==> src/rtl/ofs_prog_pkg.sv <==
package ofs_prog_pkg;
  localparam int PORT_W = 9;

  typedef enum logic [1:0] {
    SEL_EMPTY_LO = 2'd0,
    SEL_EMPTY_HI = 2'd1,
    SEL_FULL_LO  = 2'd2,
    SEL_FULL_HI  = 2'd3
  } ofs_sel_e;
endpackage

==> src/rtl/ofs_mode_ctl.sv <==
module ofs_mode_ctl (
  input  logic clk,
  input  logic rst_n,
  input  logic load_n,
  input  logic wr_en_n,
  input  logic rd_en1_n,
  input  logic rd_en2_n,
  output logic prog_mode,
  output logic ofs_wr,
  output logic ofs_rd,
  output logic fifo_wr_req,
  output logic fifo_rd_req
);
  logic mode_q;
  logic wr_act;
  logic rd_act;

  // The level of load_n during reset picks the pin's role
  always_ff @(posedge clk) begin
    if (!rst_n) mode_q <= ~load_n;
  end

  assign prog_mode = mode_q;
  assign wr_act    = ~wr_en_n;
  assign rd_act    = ~rd_en1_n & ~rd_en2_n;

  always_comb begin
    ofs_wr      = 1'b0;
    ofs_rd      = 1'b0;
    fifo_wr_req = 1'b0;
    fifo_rd_req = 1'b0;
    if (rst_n) begin
      if (mode_q) begin
        ofs_wr      = ~load_n & wr_act;
        ofs_rd      = ~load_n & rd_act & ~wr_act;  // write wins a collision
        fifo_wr_req = load_n & wr_act;
        fifo_rd_req = load_n & rd_act;
      end else begin
        fifo_wr_req = load_n & wr_act;
        fifo_rd_req = rd_act;
      end
    end
  end
endmodule

==> src/rtl/ofs_regfile.sv <==
module ofs_regfile #(
  parameter int OFS_W       = 11,
  parameter int DEFAULT_OFS = 7
) (
  input  logic                              clk,
  input  logic                              rst_n,
  input  logic                              ofs_wr,
  input  logic                              ofs_rd,
  input  logic [ofs_prog_pkg::PORT_W-1:0]   wr_data,
  output logic [ofs_prog_pkg::PORT_W-1:0]   rd_data,
  output logic                              rd_valid,
  output logic [OFS_W-1:0]                  empty_raw,
  output logic [OFS_W-1:0]                  full_raw
);
  import ofs_prog_pkg::*;

  localparam int  LO_W    = (OFS_W < PORT_W) ? OFS_W : PORT_W;
  localparam bit  HAS_HI  = (OFS_W > PORT_W);
  localparam int  HI_W    = HAS_HI ? (OFS_W - PORT_W) : 1;

  ofs_sel_e              sel_q;
  logic [LO_W-1:0]       e_lo_q, f_lo_q;
  logic [PORT_W-1:0]     e_hi_view, f_hi_view;
  logic [PORT_W-1:0]     rd_mux;
  logic [PORT_W-1:0]     rd_data_q;
  logic                  rd_valid_q;

  // Selector: one shared position for writes and reads
  always_ff @(posedge clk) begin
    if (!rst_n)                sel_q <= SEL_EMPTY_LO;
    else if (ofs_wr || ofs_rd) sel_q <= ofs_sel_e'(sel_q + 2'd1);
  end

  // Low parts
  always_ff @(posedge clk) begin
    if (!rst_n) begin
      e_lo_q <= LO_W'(DEFAULT_OFS);
      f_lo_q <= LO_W'(DEFAULT_OFS);
    end else if (ofs_wr) begin
      if (sel_q == SEL_EMPTY_LO) e_lo_q <= wr_data[LO_W-1:0];
      if (sel_q == SEL_FULL_LO)  f_lo_q <= wr_data[LO_W-1:0];
    end
  end

  // High parts exist only when the depth needs more than one port word
  generate
    if (HAS_HI) begin : g_hi
      logic [HI_W-1:0] e_hi_q, f_hi_q;
      always_ff @(posedge clk) begin
        if (!rst_n) begin
          e_hi_q <= HI_W'(DEFAULT_OFS >> PORT_W);
          f_hi_q <= HI_W'(DEFAULT_OFS >> PORT_W);
        end else if (ofs_wr) begin
          if (sel_q == SEL_EMPTY_HI) e_hi_q <= wr_data[HI_W-1:0];
          if (sel_q == SEL_FULL_HI)  f_hi_q <= wr_data[HI_W-1:0];
        end
      end
      assign e_hi_view = PORT_W'(e_hi_q);
      assign f_hi_view = PORT_W'(f_hi_q);
      assign empty_raw = {e_hi_q, e_lo_q};
      assign full_raw  = {f_hi_q, f_lo_q};
    end else begin : g_no_hi
      assign e_hi_view = '0;
      assign f_hi_view = '0;
      assign empty_raw = OFS_W'(e_lo_q);
      assign full_raw  = OFS_W'(f_lo_q);
    end
  endgenerate

  always_comb begin
    unique case (sel_q)
      SEL_EMPTY_LO: rd_mux = PORT_W'(e_lo_q);
      SEL_EMPTY_HI: rd_mux = e_hi_view;
      SEL_FULL_LO:  rd_mux = PORT_W'(f_lo_q);
      SEL_FULL_HI:  rd_mux = f_hi_view;
      default:      rd_mux = '0;
    endcase
  end

  // Readback beat: registered, held between beats
  always_ff @(posedge clk) begin
    if (!rst_n) begin
      rd_valid_q <= 1'b0;
      rd_data_q  <= '0;
    end else begin
      rd_valid_q <= ofs_rd;
      if (ofs_rd) rd_data_q <= rd_mux;
    end
  end

  assign rd_data  = rd_data_q;
  assign rd_valid = rd_valid_q;
endmodule

==> src/rtl/ofs_publish.sv <==
module ofs_publish #(
  parameter int OFS_W       = 11,
  parameter int DEFAULT_OFS = 7
) (
  input  logic             clk,
  input  logic             rst_n,
  input  logic             load_n,
  input  logic [OFS_W-1:0] empty_raw,
  input  logic [OFS_W-1:0] full_raw,
  output logic [OFS_W-1:0] empty_ofs,
  output logic [OFS_W-1:0] full_ofs
);
  // Copy only while no programming burst is open
  always_ff @(posedge clk) begin
    if (!rst_n) begin
      empty_ofs <= OFS_W'(DEFAULT_OFS);
      full_ofs  <= OFS_W'(DEFAULT_OFS);
    end else if (load_n) begin
      empty_ofs <= empty_raw;
      full_ofs  <= full_raw;
    end
  end
endmodule

==> src/rtl/ofs_prog_if.sv <==
module ofs_prog_if #(
  parameter int DEPTH       = 2048,
  parameter int DEFAULT_OFS = 7,
  parameter int OFS_W       = $clog2(DEPTH)
) (
  input  logic                            clk,
  input  logic                            rst_n,
  input  logic                            load_n,
  input  logic                            wr_en_n,
  input  logic                            rd_en1_n,
  input  logic                            rd_en2_n,
  input  logic [ofs_prog_pkg::PORT_W-1:0] wr_data,
  output logic [ofs_prog_pkg::PORT_W-1:0] rd_data,
  output logic                            rd_valid,
  output logic [OFS_W-1:0]                empty_ofs,
  output logic [OFS_W-1:0]                full_ofs,
  output logic                            fifo_wr_req,
  output logic                            fifo_rd_req,
  output logic                            prog_mode
);
  logic             ofs_wr;
  logic             ofs_rd;
  logic [OFS_W-1:0] empty_raw;
  logic [OFS_W-1:0] full_raw;

  ofs_mode_ctl u_mode (
    .clk         (clk),
    .rst_n       (rst_n),
    .load_n      (load_n),
    .wr_en_n     (wr_en_n),
    .rd_en1_n    (rd_en1_n),
    .rd_en2_n    (rd_en2_n),
    .prog_mode   (prog_mode),
    .ofs_wr      (ofs_wr),
    .ofs_rd      (ofs_rd),
    .fifo_wr_req (fifo_wr_req),
    .fifo_rd_req (fifo_rd_req)
  );

  ofs_regfile #(.OFS_W(OFS_W), .DEFAULT_OFS(DEFAULT_OFS)) u_regs (
    .clk       (clk),
    .rst_n     (rst_n),
    .ofs_wr    (ofs_wr),
    .ofs_rd    (ofs_rd),
    .wr_data   (wr_data),
    .rd_data   (rd_data),
    .rd_valid  (rd_valid),
    .empty_raw (empty_raw),
    .full_raw  (full_raw)
  );

  ofs_publish #(.OFS_W(OFS_W), .DEFAULT_OFS(DEFAULT_OFS)) u_pub (
    .clk       (clk),
    .rst_n     (rst_n),
    .load_n    (load_n),
    .empty_raw (empty_raw),
    .full_raw  (full_raw),
    .empty_ofs (empty_ofs),
    .full_ofs  (full_ofs)
  );
endmodule

==> config.mk <==
export PLATFORM = sky130hd
export DESIGN_NAME = ofs_prog_if
export DESIGN_NICKNAME = d
export VERILOG_FILES = /design/src/rtl/ofs_prog_pkg.sv /design/src/rtl/ofs_mode_ctl.sv /design/src/rtl/ofs_regfile.sv /design/src/rtl/ofs_publish.sv /design/src/rtl/ofs_prog_if.sv
export SDC_FILE = /design/constraint.sdc
export NUM_CORES = 1
export LEC_CHECK = 0
export BUFFER_PORTS_ARGS = -buffer_cell sky130_fd_sc_hd__buf_2
export CORE_MARGIN = 2
export CORE_UTILIZATION = 50
export DETAILED_ROUTE_END_ITERATION = 6
export PLACE_DENSITY = 0.74
export SYNTH_ARGS = -nofsm -noshare
export SYNTH_HDL_FRONTEND = slang
export SYNTH_SLANG_ARGS = --single-unit
==> constraint.sdc <==
create_clock -name clk -period 1.6 [get_ports clk]
set_input_delay 0.24 -clock clk [delete_from_list [all_inputs] [get_ports clk]]
set_output_delay 0.24 -clock clk [all_outputs]
set_load 0.02 [all_outputs]
==> results of run 1 <==
-- routing by layer --
metal	vias up	track usage
met5	-	0
met4	0	0.08025
met3	11	0.06215
met2	69	0.3485
met1	918	0.3116
li1	1012	-
-- final cells by class --
type	instances	area, um^2
fill	389	1583
sequential	57	1151
multi-input combinational	170	1095
timing repair buffer	62	355.3
clock buffer	11	141.4
tap	52	65.06
inverter	9	33.78
clock inverter	4	20.02
-- cell usage after synthesis, types with 2 or more instances --
master	count
dfxtp_1	56
nand3_1	30
a21oi_1	25
o21ai_0	24
mux2i_1	22
nor2_1	16
nand2_1	15
clkbuf_1	10
inv_1	8
a311oi_1	7
nand3b_1	7
buf_2	6
ha_1	5
nor2b_1	3
a211oi_1	2
a22o_1	2
-- logic make-up (layout without fill, tap and decap cells) --
logic type | Yosys count | count (layout) | synth area share
flops | 57 | 57 | 0.4891
fa+ha+maj | 5 | 5 | 0.02658
mux | 22 | 22 | 0.09357
buf+inv | 28 | 86 | 0.05263
simple gates | 79 | 79 | 0.1781
compound gates | 64 | 64 | 0.1600
-- state kept, by name, summed over array words and instances (netlist names) --
name                count
u_mode.prog_mode        1
u_pub.empty_ofs        11
u_pub.full_ofs         11
u_regs.e_lo_q           9
u_regs.f_lo_q           9
u_regs.g_hi.e_hi_q      2
u_regs.g_hi.f_hi_q      2
u_regs.rd_data          9
u_regs.rd_valid         1
u_regs.sel_q            2
-- critical path, stage by stage, from the launching register on --
cell and delay (ns):
edfxtp_1 0.39, nor2b_1 0.19, nor4_2 0.14, buf_2 0.20
-- power by group through the flow --
stage	sequential [mW]	combinational, mW	clock, mW
after CTS	1.46	0.238	1.14
after global routing	1.46	0.267	1.18
after floorplan	1.50	0.136	0
after global placement	1.49	0.231	0
after detailed placement	1.49	0.232	0
final	1.46	0.245	1.12
-- timing repair --
item | CTS | global route
setup endpoints to repair | 1 | 6
pin swaps | 0 | 0
resized for setup | 0 | 4
setup buffers | 1 | 0
-- worst max path at each step --
stage	from	slack (ns)	cells after the start	end
2_1_floorplan	u_mode.prog_mode	0.02	2	fifo_rd_req
4_1_cts	u_regs.sel_q[0]	0.01	5	u_regs.rd_data[1]
3_3_place_gp	u_regs.sel_q[0]	0.1	5	u_regs.rd_data[1]
5_1_grt	u_regs.sel_q[1]	0.002	5	u_regs.rd_data[0]
6_report	u_mode.prog_mode	0.10	3	fifo_rd_req
3_5_place_dp	u_regs.sel_q[0]	0.03	5	u_regs.rd_data[1]
-- through the flow --
stage	hold WS, ns	setup WS, ns	utilization	instances	cell area [um^2]
CTS	0.1560	0.01087	0.6402	365	2845
finish	0.1679	0.1012	0.6439	365	2861
global route	0.1835	0.001782	0.6439	365	2861
floorplan	0.3866	0.01747	-	255	2354
global placement	0.4505	0.09672	0.6022	349	2676
detailed placement	0.4517	0.02783	0.6022	349	2676
==> impl_table.tex, run 1 <==
\begin{tabular}{lr}
\hline
Metric & Value \\
\hline
\multicolumn{2}{l}{\textbf{Run status}} \\
Run status & finished clean \\
\multicolumn{2}{l}{\textbf{Setup path}} \\
Startpoint of the worst-slack reg-to-reg timing path & u\_regs.sel\_q[1] \\
R2r setup slk & 0.11 ns \\
End of the worst register-to-register path & u\_regs.rd\_data[0] \\
Critical path launch point type & flip-flop \\
Start-to-end type of the worst setup path & flip-flop to output pin \\
Number of cell instances on the worst register-to-register path & 5 \\
Data required, critical path & 1.36 ns \\
Data arrival, critical path & 1.26 ns \\
Crit path max fanout & 3 \\
Worst Setup End Kind & output pin \\
\multicolumn{2}{l}{\textbf{GRT}} \\
Vias in the first global route & 1,929 \\
Wire length of the first global-routing pass & 9239 um \\
All-layer global routing usage & 0.2282 \\
GRT Residual Overflow & 0 \\
Largest net degree at the start of global routing & 28 \\
Number of antenna violations at the first check in global routing & 0 \\
\multicolumn{2}{l}{\textbf{STA}} \\
Min Clock Period, post-route & 1.499 ns \\
Max Freq & 0.6672 GHz \\
Post-Route Skew & 0.005541 ns \\
Finish-stage setup viols & 0 \\
Hold violation total from the final report & 0 \\
Worst-case headroom to the max-slew limit & 0.7271 \\
Count of pins over their slew limit & 0 \\
TNS Setup & 0 ns \\
Final worst path period share & 0.9368 \\
RSZ-0062 raised after global routing & false \\
Worst Tran Pin Value & 0.4094 ns \\
\multicolumn{2}{l}{\textbf{Routing}} \\
Number of DRC violations after detailed-routing iteration 0 & 168 \\
Number of iterations in the first detailed-routing pass & 4 \\
Metal1 wirelength & 2660 um \\
Routed vias/inst & 5.507 \\
Wire length reported by the detailed router & 5608 um \\
Highest layer used for signal routing & met4 \\
Routed vias & 2,010 \\
Total length of routed met3 wires & 363 um \\
Antenna-violating nets left & 0 \\
Residual DRC & 0 \\
Drt wl/cell & 15.36 um \\
Routed length on met2 & 2496 um \\
\multicolumn{2}{l}{\textbf{Yosys}} \\
\#FFs+latches synth & 57 \\
Synthesized cell area & 2354 um\^{}2 \\
Synthesis warning total & 0 \\
Cell type with the largest total area after synthesis & dfxtp\_1 \\
Ys async rst share & 0 \\
Number of instances in the synthesized netlist & 255 \\
Ranking of synthesized cells by area & dfxtp\_1 48\%, mux2i\_1 9.4\%, nand3\_1 6.4\%, a21oi\_1 5.3\%, o21ai\_0 5.1\% \\
Post-synth EDFFs & 1 \\
Sequential area share after synthesis & 0.4891 \\
Predominant post-synthesis flop cell & dfxtp\_1 \\
Average footprint of a synthesized cell & 9.229 um\^{}2 \\
Number of nets in the synthesized netlist & 275 \\
Area share of the largest cell type after synthesis & 0.4763 \\
Number of unique standard cell types used by synthesis & 33 \\
\multicolumn{2}{l}{\textbf{Min path}} \\
Number of stages on the worst hold path & 3 \\
Worst min path class & primary input to flip-flop \\
Startpoint of the most critical hold path & wr\_data[5] \\
Worst hold endpoint & u\_regs.f\_lo\_q[5] \\
\multicolumn{2}{l}{\textbf{Floorplan}} \\
I/O pins & 50 \\
Die height & 72.61 um \\
Core area & 4444 um\^{}2 \\
Overall die area & 5271 um\^{}2 \\
Initial Utilization & 0.5296 \\
Die Span X & 72.61 um \\
Std cell rows & 24 \\
\multicolumn{2}{l}{\textbf{Place}} \\
IO Port Bufs & 49 \\
Routability congestion estimate from global placement & 0.7944 \\
Post-detailed-placement half-perimeter wirelength & 3787 um \\
\multicolumn{2}{l}{\textbf{Pwr}} \\
Internal Pwr Total & 2.118 mW \\
Switching power summed over all nets & 700.5 uW \\
Total power draw & 2.819 mW \\
Maximum VDD drop & 0.6257 mV \\
Combinational power share & 0.087 \\
Sequential share of power & 0.517 \\
Reported leakage power & 1.191 nW \\
Clk pwr share & 0.396 \\
Areal power density over the cells & 985.0 nW/um\^{}2 \\
Proportion of total power due to net switching & 0.2485 \\
\multicolumn{2}{l}{\textbf{Layout}} \\
Layout cells sized above 1 & 0.2684 \\
Fin nets & 329 \\
Number of antenna cells inserted & 0 \\
Top library cells by usage in the layout, fill and taps aside & 56 x dfxtp\_1, 49 x buf\_2, 30 x nand3\_1 \\
Most common cell after layout, fill and taps aside & dfxtp\_1 \\
Post-synthesis to final-layout area growth & 21.58\% \\
\multicolumn{2}{l}{\textbf{Job}} \\
Number of maximum-capacitance constraint violations & 0 \\
\multicolumn{2}{l}{\textbf{Clocking}} \\
Inserted Clock Buffers & 9 \\
CTS clk-pin slew, worst paths & 0.06 ns \\
TritonCTS clock tree & done \\
CTS sink cnt & 57 \\
Hold buffers post-CTS & 0 \\
Number of buffers between clock root and the deepest sink & 2 \\
Clk Latency, worst-skew pair & 0.33 ns \\
Clock root buffer master & clkbuf\_8 \\
Number of H-tree levels & 3 \\
\hline
\end{tabular}
Note: power is estimated with default switching activity, not from simulation.
==> inputs of run 2 (changes only) <==
ABC_AREA = 1   (was unset)
CORE_UTILIZATION = 48   (was 50)
PLACE_DENSITY = 0.75   (was 0.74)
clock period = 1.3 ns   (was 1.6 ns; I/O delays follow)
==> impl_table.tex, run 2 <==
\begin{tabular}{lr}
\hline
Metric & Value \\
\hline
\multicolumn{2}{l}{\textbf{Yosys}} \\
Synth top cells by count & 60 x nand2\_1, 56 x dfxtp\_1, 51 x nor2\_1, 30 x nand3\_1, 28 x inv\_1 (was 56 x dfxtp\_1, 30 x nand3\_1, 25 x a21oi\_1, 24 x o21ai\_0, 22 x mux2i\_1) \\
Area share of the largest cell type after synthesis & 0.4846 (was 0.4763) \\
Number of unique standard cell types used by synthesis & 21 (was 33) \\
Synthesized cell area & 2313 um\^{}2 (was 2354 um\^{}2) \\
Average footprint of a synthesized cell & 7.487 um\^{}2 (was 9.229 um\^{}2) \\
Most common cell in the synthesized netlist & nand2\_1 (was dfxtp\_1) \\
\#FFs+latches synth & 57 (unchanged) \\
Ranking of synthesized cells by area & dfxtp\_1 48\%, nand2\_1 9.7\%, nor2\_1 8.3\%, nand3\_1 6.5\%, o21ai\_0 5.0\% (was dfxtp\_1 48\%, mux2i\_1 9.4\%, nand3\_1 6.4\%, a21oi\_1 5.3\%, o21ai\_0 5.1\%) \\
Number of nets in the synthesized netlist & 329 (was 275) \\
Ys async rst share & 0 (unchanged) \\
Sequential area share after synthesis & 0.4976 (was 0.4891) \\
Number of instances in the synthesized netlist & 309 (was 255) \\
Synthesis warning total & 0 (unchanged) \\
Post-synth EDFFs & 1 (unchanged) \\
Cell type with the largest total area after synthesis & dfxtp\_1 (unchanged) \\
Predominant post-synthesis flop cell & dfxtp\_1 (unchanged) \\
\multicolumn{2}{l}{\textbf{Routing}} \\
Drt wl/cell & 12.79 um (was 15.36 um) \\
Residual DRC & 0 (unchanged) \\
Wire length reported by the detailed router & 5460 um (was 5608 um) \\
Antenna-violating nets left & 0 (unchanged) \\
Number of iterations in the first detailed-routing pass & 4 (unchanged) \\
Number of DRC violations after detailed-routing iteration 0 & 171 (was 168) \\
Routed vias & 2,181 (was 2,010) \\
Routed vias/inst & 5.108 (was 5.507) \\
\multicolumn{2}{l}{\textbf{Layout}} \\
Post-synthesis to final-layout area growth & 26.99\% (was 21.58\%) \\
Fillers & 401 (was 389) \\
Most common cell after layout, fill and taps aside & nand2\_1 (was dfxtp\_1) \\
Layout cells sized above 1 & 0.2547 (was 0.2684) \\
Number of antenna cells inserted & 0 (unchanged) \\
Final design area excluding fillers & 2938 um\^{}2 (was 2861 um\^{}2) \\
Fin cells & 427 (was 365) \\
Fin nets & 388 (was 329) \\
Flip-flop and latch area & 1156 um\^{}2 (was 1151 um\^{}2) \\
Top library cells by usage in the layout, fill and taps aside & 60 x nand2\_1, 54 x dfxtp\_1, 51 x nor2\_1 (was 56 x dfxtp\_1, 49 x buf\_2, 30 x nand3\_1) \\
Total area of multi-input combinational cells & 1001 um\^{}2 (was 1095 um\^{}2) \\
Registers with the highest flip-flop counts & u\_pub.empty\_ofs x11, u\_pub.full\_ofs x11 (unchanged) \\
\multicolumn{2}{l}{\textbf{STA}} \\
Setup slack after layout & -0.08715 ns (was 0.1012 ns) \\
Min Clock Period, post-route & 1.387 ns \\
Worst-case headroom to the max-slew limit & 0.7501 (was 0.7271) \\
Post-Route Skew & 0.008247 ns (was 0.005541 ns) \\
Count of pins over their slew limit & 0 (unchanged) \\
RSZ-0062 raised after global routing & true (was false) \\
Max Freq & 0.7209 GHz \\
Final worst path period share & 1.067 \\
Worst hold slack & 0.09934 ns (was 0.1679 ns) \\
Finish-stage setup viols & 1 (was 0) \\
Worst Tran Pin Value & 0.3748 ns (was 0.4094 ns) \\
Hold violation total from the final report & 0 (unchanged) \\
\multicolumn{2}{l}{\textbf{Run status}} \\
Violations in the final reports & setup timing \\
Run status & finished, violations left (was finished clean) \\
\multicolumn{2}{l}{\textbf{Clocking}} \\
CTS sink cnt & 57 (unchanged) \\
TritonCTS clock tree & done (unchanged) \\
Number of H-tree levels & 3 (unchanged) \\
CTS clk-pin slew, worst paths & 0.07 ns (was 0.06 ns) \\
Inserted Clock Buffers & 9 (unchanged) \\
Clk Latency, worst-skew pair & 0.34 ns (was 0.33 ns) \\
Clock root buffer master & clkbuf\_8 (unchanged) \\
Number of buffers between clock root and the deepest sink & 2 (unchanged) \\
\multicolumn{2}{l}{\textbf{Floorplan}} \\
Die Span X & 73.43 um (was 72.61 um) \\
Initial Utilization & 0.4931 (was 0.5296) \\
Core area & 4692 um\^{}2 (was 4444 um\^{}2) \\
Overall die area & 5391 um\^{}2 (was 5271 um\^{}2) \\
Std cell rows & 25 (was 24) \\
Die height & 73.43 um (was 72.61 um) \\
I/O pins & 50 (unchanged) \\
\multicolumn{2}{l}{\textbf{Pwr}} \\
Clk pwr share & 0.440 (was 0.396) \\
Sequential share of power & 0.462 (was 0.517) \\
Internal Pwr Total & 2.947 mW (was 2.118 mW) \\
Maximum VDD drop & 0.9030 mV (was 0.6257 mV) \\
Areal power density over the cells & 1354 nW/um\^{}2 (was 985.0 nW/um\^{}2) \\
Proportion of total power due to net switching & 0.2591 (was 0.2485) \\
Combinational power share & 0.098 (was 0.087) \\
Reported leakage power & 1.497 nW (was 1.191 nW) \\
Switching power summed over all nets & 1.030 mW (was 700.5 uW) \\
\multicolumn{2}{l}{\textbf{Place}} \\
Routability congestion estimate from global placement & 0.7996 (was 0.7944) \\
Post-detailed-placement half-perimeter wirelength & 3837 um (was 3787 um) \\
IO Port Bufs & 49 (unchanged) \\
Cell count after placement & 410 (was 349) \\
Area of placed instances & 2683 um\^{}2 (was 2676 um\^{}2) \\
Worst-case setup slack after placement & -0.06128 ns (was 0.02783 ns) \\
\multicolumn{2}{l}{\textbf{Setup path}} \\
Data arrival, critical path & 1.19 ns (was 1.26 ns) \\
Crit path max fanout & 5 (was 3) \\
Critical path launch point type & flip-flop (unchanged) \\
R2r setup slk & 0.04 ns (was 0.11 ns) \\
Data required, critical path & 1.11 ns (was 1.36 ns) \\
Worst Setup End Kind & output pin (unchanged) \\
Start-to-end type of the worst setup path & flip-flop to output pin (unchanged) \\
\multicolumn{2}{l}{\textbf{GRT}} \\
All-layer global routing usage & 0.2130 (was 0.2282) \\
Wire length of the first global-routing pass & 8694 um (was 9239 um) \\
Number of antenna violations at the first check in global routing & 0 (unchanged) \\
Largest net degree at the start of global routing & 36 (was 28) \\
Vias in the first global route & 1,928 (was 1,929) \\
GRT Residual Overflow & 0 (unchanged) \\
\multicolumn{2}{l}{\textbf{Min path}} \\
Worst min path class & primary input to flip-flop (unchanged) \\
\multicolumn{2}{l}{\textbf{Job}} \\
Number of maximum-capacitance constraint violations & 0 (unchanged) \\
\hline
\end{tabular}
run 2: cell count changes in the layout (fill, tap and decap cells not counted), moves of 7 or more:
cell      delta
a311oi_1     -7
inv_1       +16
mux2i_1     -22
nand2_1     +45
nand3b_1     -7
nor2_1      +35
run 2: kinds of logic after synthesis:
| logic type | Yosys count | synth area share |
|---|---|---|
| adder cells (fa/ha/maj) | 5 | 0.02704 |
| AND/OR/NAND/NOR | 149 | 0.2769 |
| buffers and inverters | 46 | 0.08275 |
| flip-flops | 57 | 0.4976 |
| AO/OA/AOI/OAI | 52 | 0.1157 |
run 2: per-stage QoR:
stage           TNS, ns    util  total power, mW
2_1_floorplan         0       -            2.116
3_3_place_gp          0  0.5717            2.240
5_1_grt         -0.5249  0.6261            4.128
3_5_place_dp    -0.1874  0.5717            2.248
4_1_cts        -0.09960  0.6176            3.982
6_report       -0.08715  0.6261            3.977
run 2: power by group through the flow:
stage	Sequential (mW)	Clock (mW)	Combinational (mW)
2_1_floorplan	1.93	0	0.187
3_3_place_gp	1.87	0	0.366
3_5_place_dp	1.88	0	0.371
4_1_cts	1.84	1.77	0.376
5_1_grt	1.84	1.85	0.430
6_report	1.84	1.75	0.390
run 2: path summary, 6_finish.rpt:
kind                           from  depth (start not counted)                end
setup / recovery   u_mode.prog_mode                          4        fifo_rd_req
hold / removal           wr_data[4]                          3   u_regs.f_lo_q[4]
setup reg to reg    u_regs.sel_q[1]                          6   u_regs.e_lo_q[3]
hold reg to reg   u_pub.full_ofs[2]                          2  u_pub.full_ofs[2]
run 2: timing repair:
item	in CTS	in global routing
gates cloned	0	1
hold buffers	0	0
setup buffers	0	0
resized for setup	3	10
pin swaps	0	1
endpoints found under the setup margin	8	24
endpoints found under the hold margin	0	0
run 2: layout make-up:
class	count	area share
Multi-Input combinational cell	206	0.3407
Inverter	30	0.03918
Timing Repair inverter	1	0.002555
Clock inverter	6	0.02172
Sequential cell	57	0.3935
Tap cell	54	0.02300
Clock buffer	10	0.05068
Timing Repair Buffer	63	0.1286
run 2: worst max-delay path: stages, from the launching register on:
cell and delay (ns):
edfxtp_1 0.43, inv_2 0.12, nor2_8 0.05, nor3_2 0.10, buf_4 0.16
run 2: routing by layer:
layer | up-vias | global-route usage | routed length [um]
met5 | - | 0 | 0
met4 | 0 | 0.1212 | 121
met3 | 10 | 0.04252 | 344
met2 | 74 | 0.3213 | 2395
met1 | 986 | 0.2835 | 2599
li1 | 1111 | - | -
==> inputs of run 3 (changes only) <==
HOLD_SLACK_MARGIN = 0.15   (was unset)
==> impl_table.tex, run 3 (synthesis gave the netlist of run 2 again) <==
\begin{tabular}{lr}
\hline
Metric & Value \\
\hline
\multicolumn{2}{l}{\textbf{Run status}} \\
Run status & finished, violations left (unchanged) \\
Violations in the final reports & setup timing (unchanged) \\
\multicolumn{2}{l}{\textbf{Layout}} \\
Total area of multi-input combinational cells & 1001 um\^{}2 (unchanged) \\
Fin cells & 436 (was 427) \\
Number of antenna cells inserted & 0 (unchanged) \\
Flip-flop and latch area & 1156 um\^{}2 (unchanged) \\
Registers with the highest flip-flop counts & u\_pub.empty\_ofs x11, u\_pub.full\_ofs x11 (unchanged) \\
Post-synthesis to final-layout area growth & 30.88\% (was 26.99\%) \\
Fin nets & 397 (was 388) \\
Layout cells sized above 1 & 0.2487 (was 0.2547) \\
Fillers & 395 (was 401) \\
Top library cells by usage in the layout, fill and taps aside & 60 x nand2\_1, 54 x dfxtp\_1, 51 x nor2\_1 (unchanged) \\
Most common cell after layout, fill and taps aside & nand2\_1 (unchanged) \\
\multicolumn{2}{l}{\textbf{GRT}} \\
M1 GR Usage & 0.2878 (was 0.2835) \\
Vias in the first global route & 1,992 (was 1,928) \\
Number of antenna violations at the first check in global routing & 0 (unchanged) \\
All-layer global routing usage & 0.2204 (was 0.2130) \\
Wire length of the first global-routing pass & 8990 um (was 8694 um) \\
Most congested layer reported by global routing & met2 (unchanged) \\
Routing usage on met3 & 0.04664 (was 0.04252) \\
GRT Residual Overflow & 0 (unchanged) \\
GR met2 Demand/Resource & 0.3353 (was 0.3213) \\
Largest net degree at the start of global routing & 36 (unchanged) \\
\multicolumn{2}{l}{\textbf{Pwr}} \\
Maximum VDD drop & 0.9022 mV (was 0.9030 mV) \\
Areal power density over the cells & 1321 nW/um\^{}2 (was 1354 nW/um\^{}2) \\
Reported leakage power & 1.535 nW (was 1.497 nW) \\
\multicolumn{2}{l}{\textbf{Clocking}} \\
CTS clk-pin slew, worst paths & 0.07 ns (about the same) \\
CTS sink cnt & 57 (unchanged) \\
Inserted Clock Buffers & 9 (unchanged) \\
TritonCTS clock tree & done (unchanged) \\
Postcts setup bufs & 0 (unchanged) \\
Clock root buffer master & clkbuf\_8 (unchanged) \\
Clk Latency, worst-skew pair & 0.34 ns (about the same) \\
Number of H-tree levels & 3 (unchanged) \\
Number of buffers between clock root and the deepest sink & 2 (unchanged) \\
\multicolumn{2}{l}{\textbf{Routing}} \\
Number of DRC violations after detailed-routing iteration 0 & 200 (was 171) \\
Number of iterations in the first detailed-routing pass & 4 (unchanged) \\
Residual DRC & 0 (unchanged) \\
Routed vias & 2,183 (was 2,181) \\
Drt wl/cell & 12.93 um (was 12.79 um) \\
Routed vias/inst & 5.007 (was 5.108) \\
Wire length reported by the detailed router & 5638 um (was 5460 um) \\
Antenna-violating nets left & 0 (unchanged) \\
\multicolumn{2}{l}{\textbf{Floorplan}} \\
Die height & 73.43 um (unchanged) \\
Die Span X & 73.43 um (unchanged) \\
I/O pins & 50 (unchanged) \\
Std cell rows & 25 (unchanged) \\
Core area & 4692 um\^{}2 (unchanged) \\
Overall die area & 5391 um\^{}2 (unchanged) \\
Initial Utilization & 0.4931 (unchanged) \\
\multicolumn{2}{l}{\textbf{STA}} \\
Post-Route Skew & 0.007591 ns (was 0.008247 ns) \\
Min Clock Period, post-route & 1.388 ns (was 1.387 ns) \\
Worst-case headroom to the max-slew limit & 0.7495 (was 0.7501) \\
Hold violation total from the final report & 0 (unchanged) \\
Finish-stage setup viols & 1 (unchanged) \\
Final worst path period share & 1.068 (was 1.067) \\
RSZ-0062 raised after global routing & true (unchanged) \\
Count of pins over their slew limit & 0 (unchanged) \\
Max Freq & 0.7204 GHz (was 0.7209 GHz) \\
Setup slack after layout & -0.08815 ns (was -0.08715 ns) \\
Worst Tran Pin Value & 0.3757 ns (was 0.3748 ns) \\
\multicolumn{2}{l}{\textbf{Setup path}} \\
Biggest cell delay along the critical path & 0.43 ns (about the same) \\
Critical path launch point type & flip-flop (unchanged) \\
Data arrival, critical path & 1.19 ns (about the same) \\
Critical path, cell by cell & inv\_2, nor2\_8, nor3\_2, buf\_4 (unchanged) \\
Worst Setup End Kind & output pin (unchanged) \\
Data required, critical path & 1.11 ns (about the same) \\
Crit path max fanout & 5 (unchanged) \\
Cell with the largest stage delay on the worst path & edfxtp\_1 (unchanged) \\
Start-to-end type of the worst setup path & flip-flop to output pin (unchanged) \\
\multicolumn{2}{l}{\textbf{Place}} \\
IO Port Bufs & 49 (unchanged) \\
Post-detailed-placement half-perimeter wirelength & 3837 um (unchanged) \\
Routability congestion estimate from global placement & 0.7996 (unchanged) \\
Cell count after placement & 410 (unchanged) \\
Worst-case setup slack after placement & -0.06128 ns (unchanged) \\
\multicolumn{2}{l}{\textbf{Min path}} \\
Worst min path class & primary input to flip-flop (unchanged) \\
\multicolumn{2}{l}{\textbf{Job}} \\
Number of maximum-capacitance constraint violations & 0 (unchanged) \\
\hline
\end{tabular}
[run 3: cell types whose count changed in the layout (fill, tap and decap cells not counted), sizes merged]
cell	change
dlygate4sd3	+9
[run 3: worst max-delay path: cells and delay by family, from the launching register on]
kind | cells | cell delay, ns
buffers and inverters | 2 | 0.28
flip-flops | 1 | 0.43
AND/OR/NAND/NOR | 2 | 0.15
[run 3: layout make-up]
cell class / instances / area share
Timing Repair inverter: 1 / 0.002479
Multi-Input combinational cell: 206 / 0.3306
Tap cell: 54 / 0.02231
Timing Repair Buffer: 72 / 0.1545
Clock buffer: 10 / 0.04917
Inverter: 30 / 0.03802
Sequential cell: 57 / 0.3818
Clock inverter: 6 / 0.02107
[run 3: report_power, final]
part	switching [mW]	total [mW]	internal [mW]	leakage [nW]
Combinational	0.256	0.411	0.155	0.963
Clock	0.750	1.75	0.999	0.104
Sequential	0.0291	1.84	1.81	0.468
Total	1.03	4.00	2.96	1.53
[run 3: what timing repair did]
action	CTS	global route
endpoints found under the hold margin	17	0
hold buffers	9	0
pin swaps	0	1
cloned	0	1
resized for setup	3	10
endpoints found under the setup margin	8	24
[run 3: path summary, 6_finish.rpt]
path | startpoint | cells after the start | endpoint | slack, ns
max | u_mode.prog_mode | 4 | fifo_rd_req | -0.09
min | wr_data[1] | 3 | u_regs.g_hi.f_hi_q[1] | 0.15
max reg2reg | u_regs.sel_q[1] | 6 | u_regs.e_lo_q[7] | 0.04
min reg2reg | u_pub.full_ofs[2] | 2 | u_pub.full_ofs[2] | 0.46
[run 3: layer usage]
metal | share of wire | wire [um]
met5 | 0 | 0
met4 | 0.024 | 137
met3 | 0.059 | 335
met2 | 0.44 | 2484
met1 | 0.48 | 2680
[run 3: metrics by stage]
stage / setup TNS [ns] / power [mW] / cell area (um^2) / hold WS [ns] / util
final: -0.08815 / 3.999 / 3028 / 0.1548 / 0.6453
after detailed placement: -0.1874 / 2.248 / 2683 / 0.4457 / 0.5717
after floorplan: 0 / 2.116 / 2328 / 0.3299 / -
after global placement: 0 / 2.240 / 2683 / 0.4388 / 0.5717
after CTS: -0.09958 / 4.003 / 2988 / 0.1534 / 0.6368
after global routing: -0.5249 / 4.152 / 3028 / 0.1763 / 0.6453
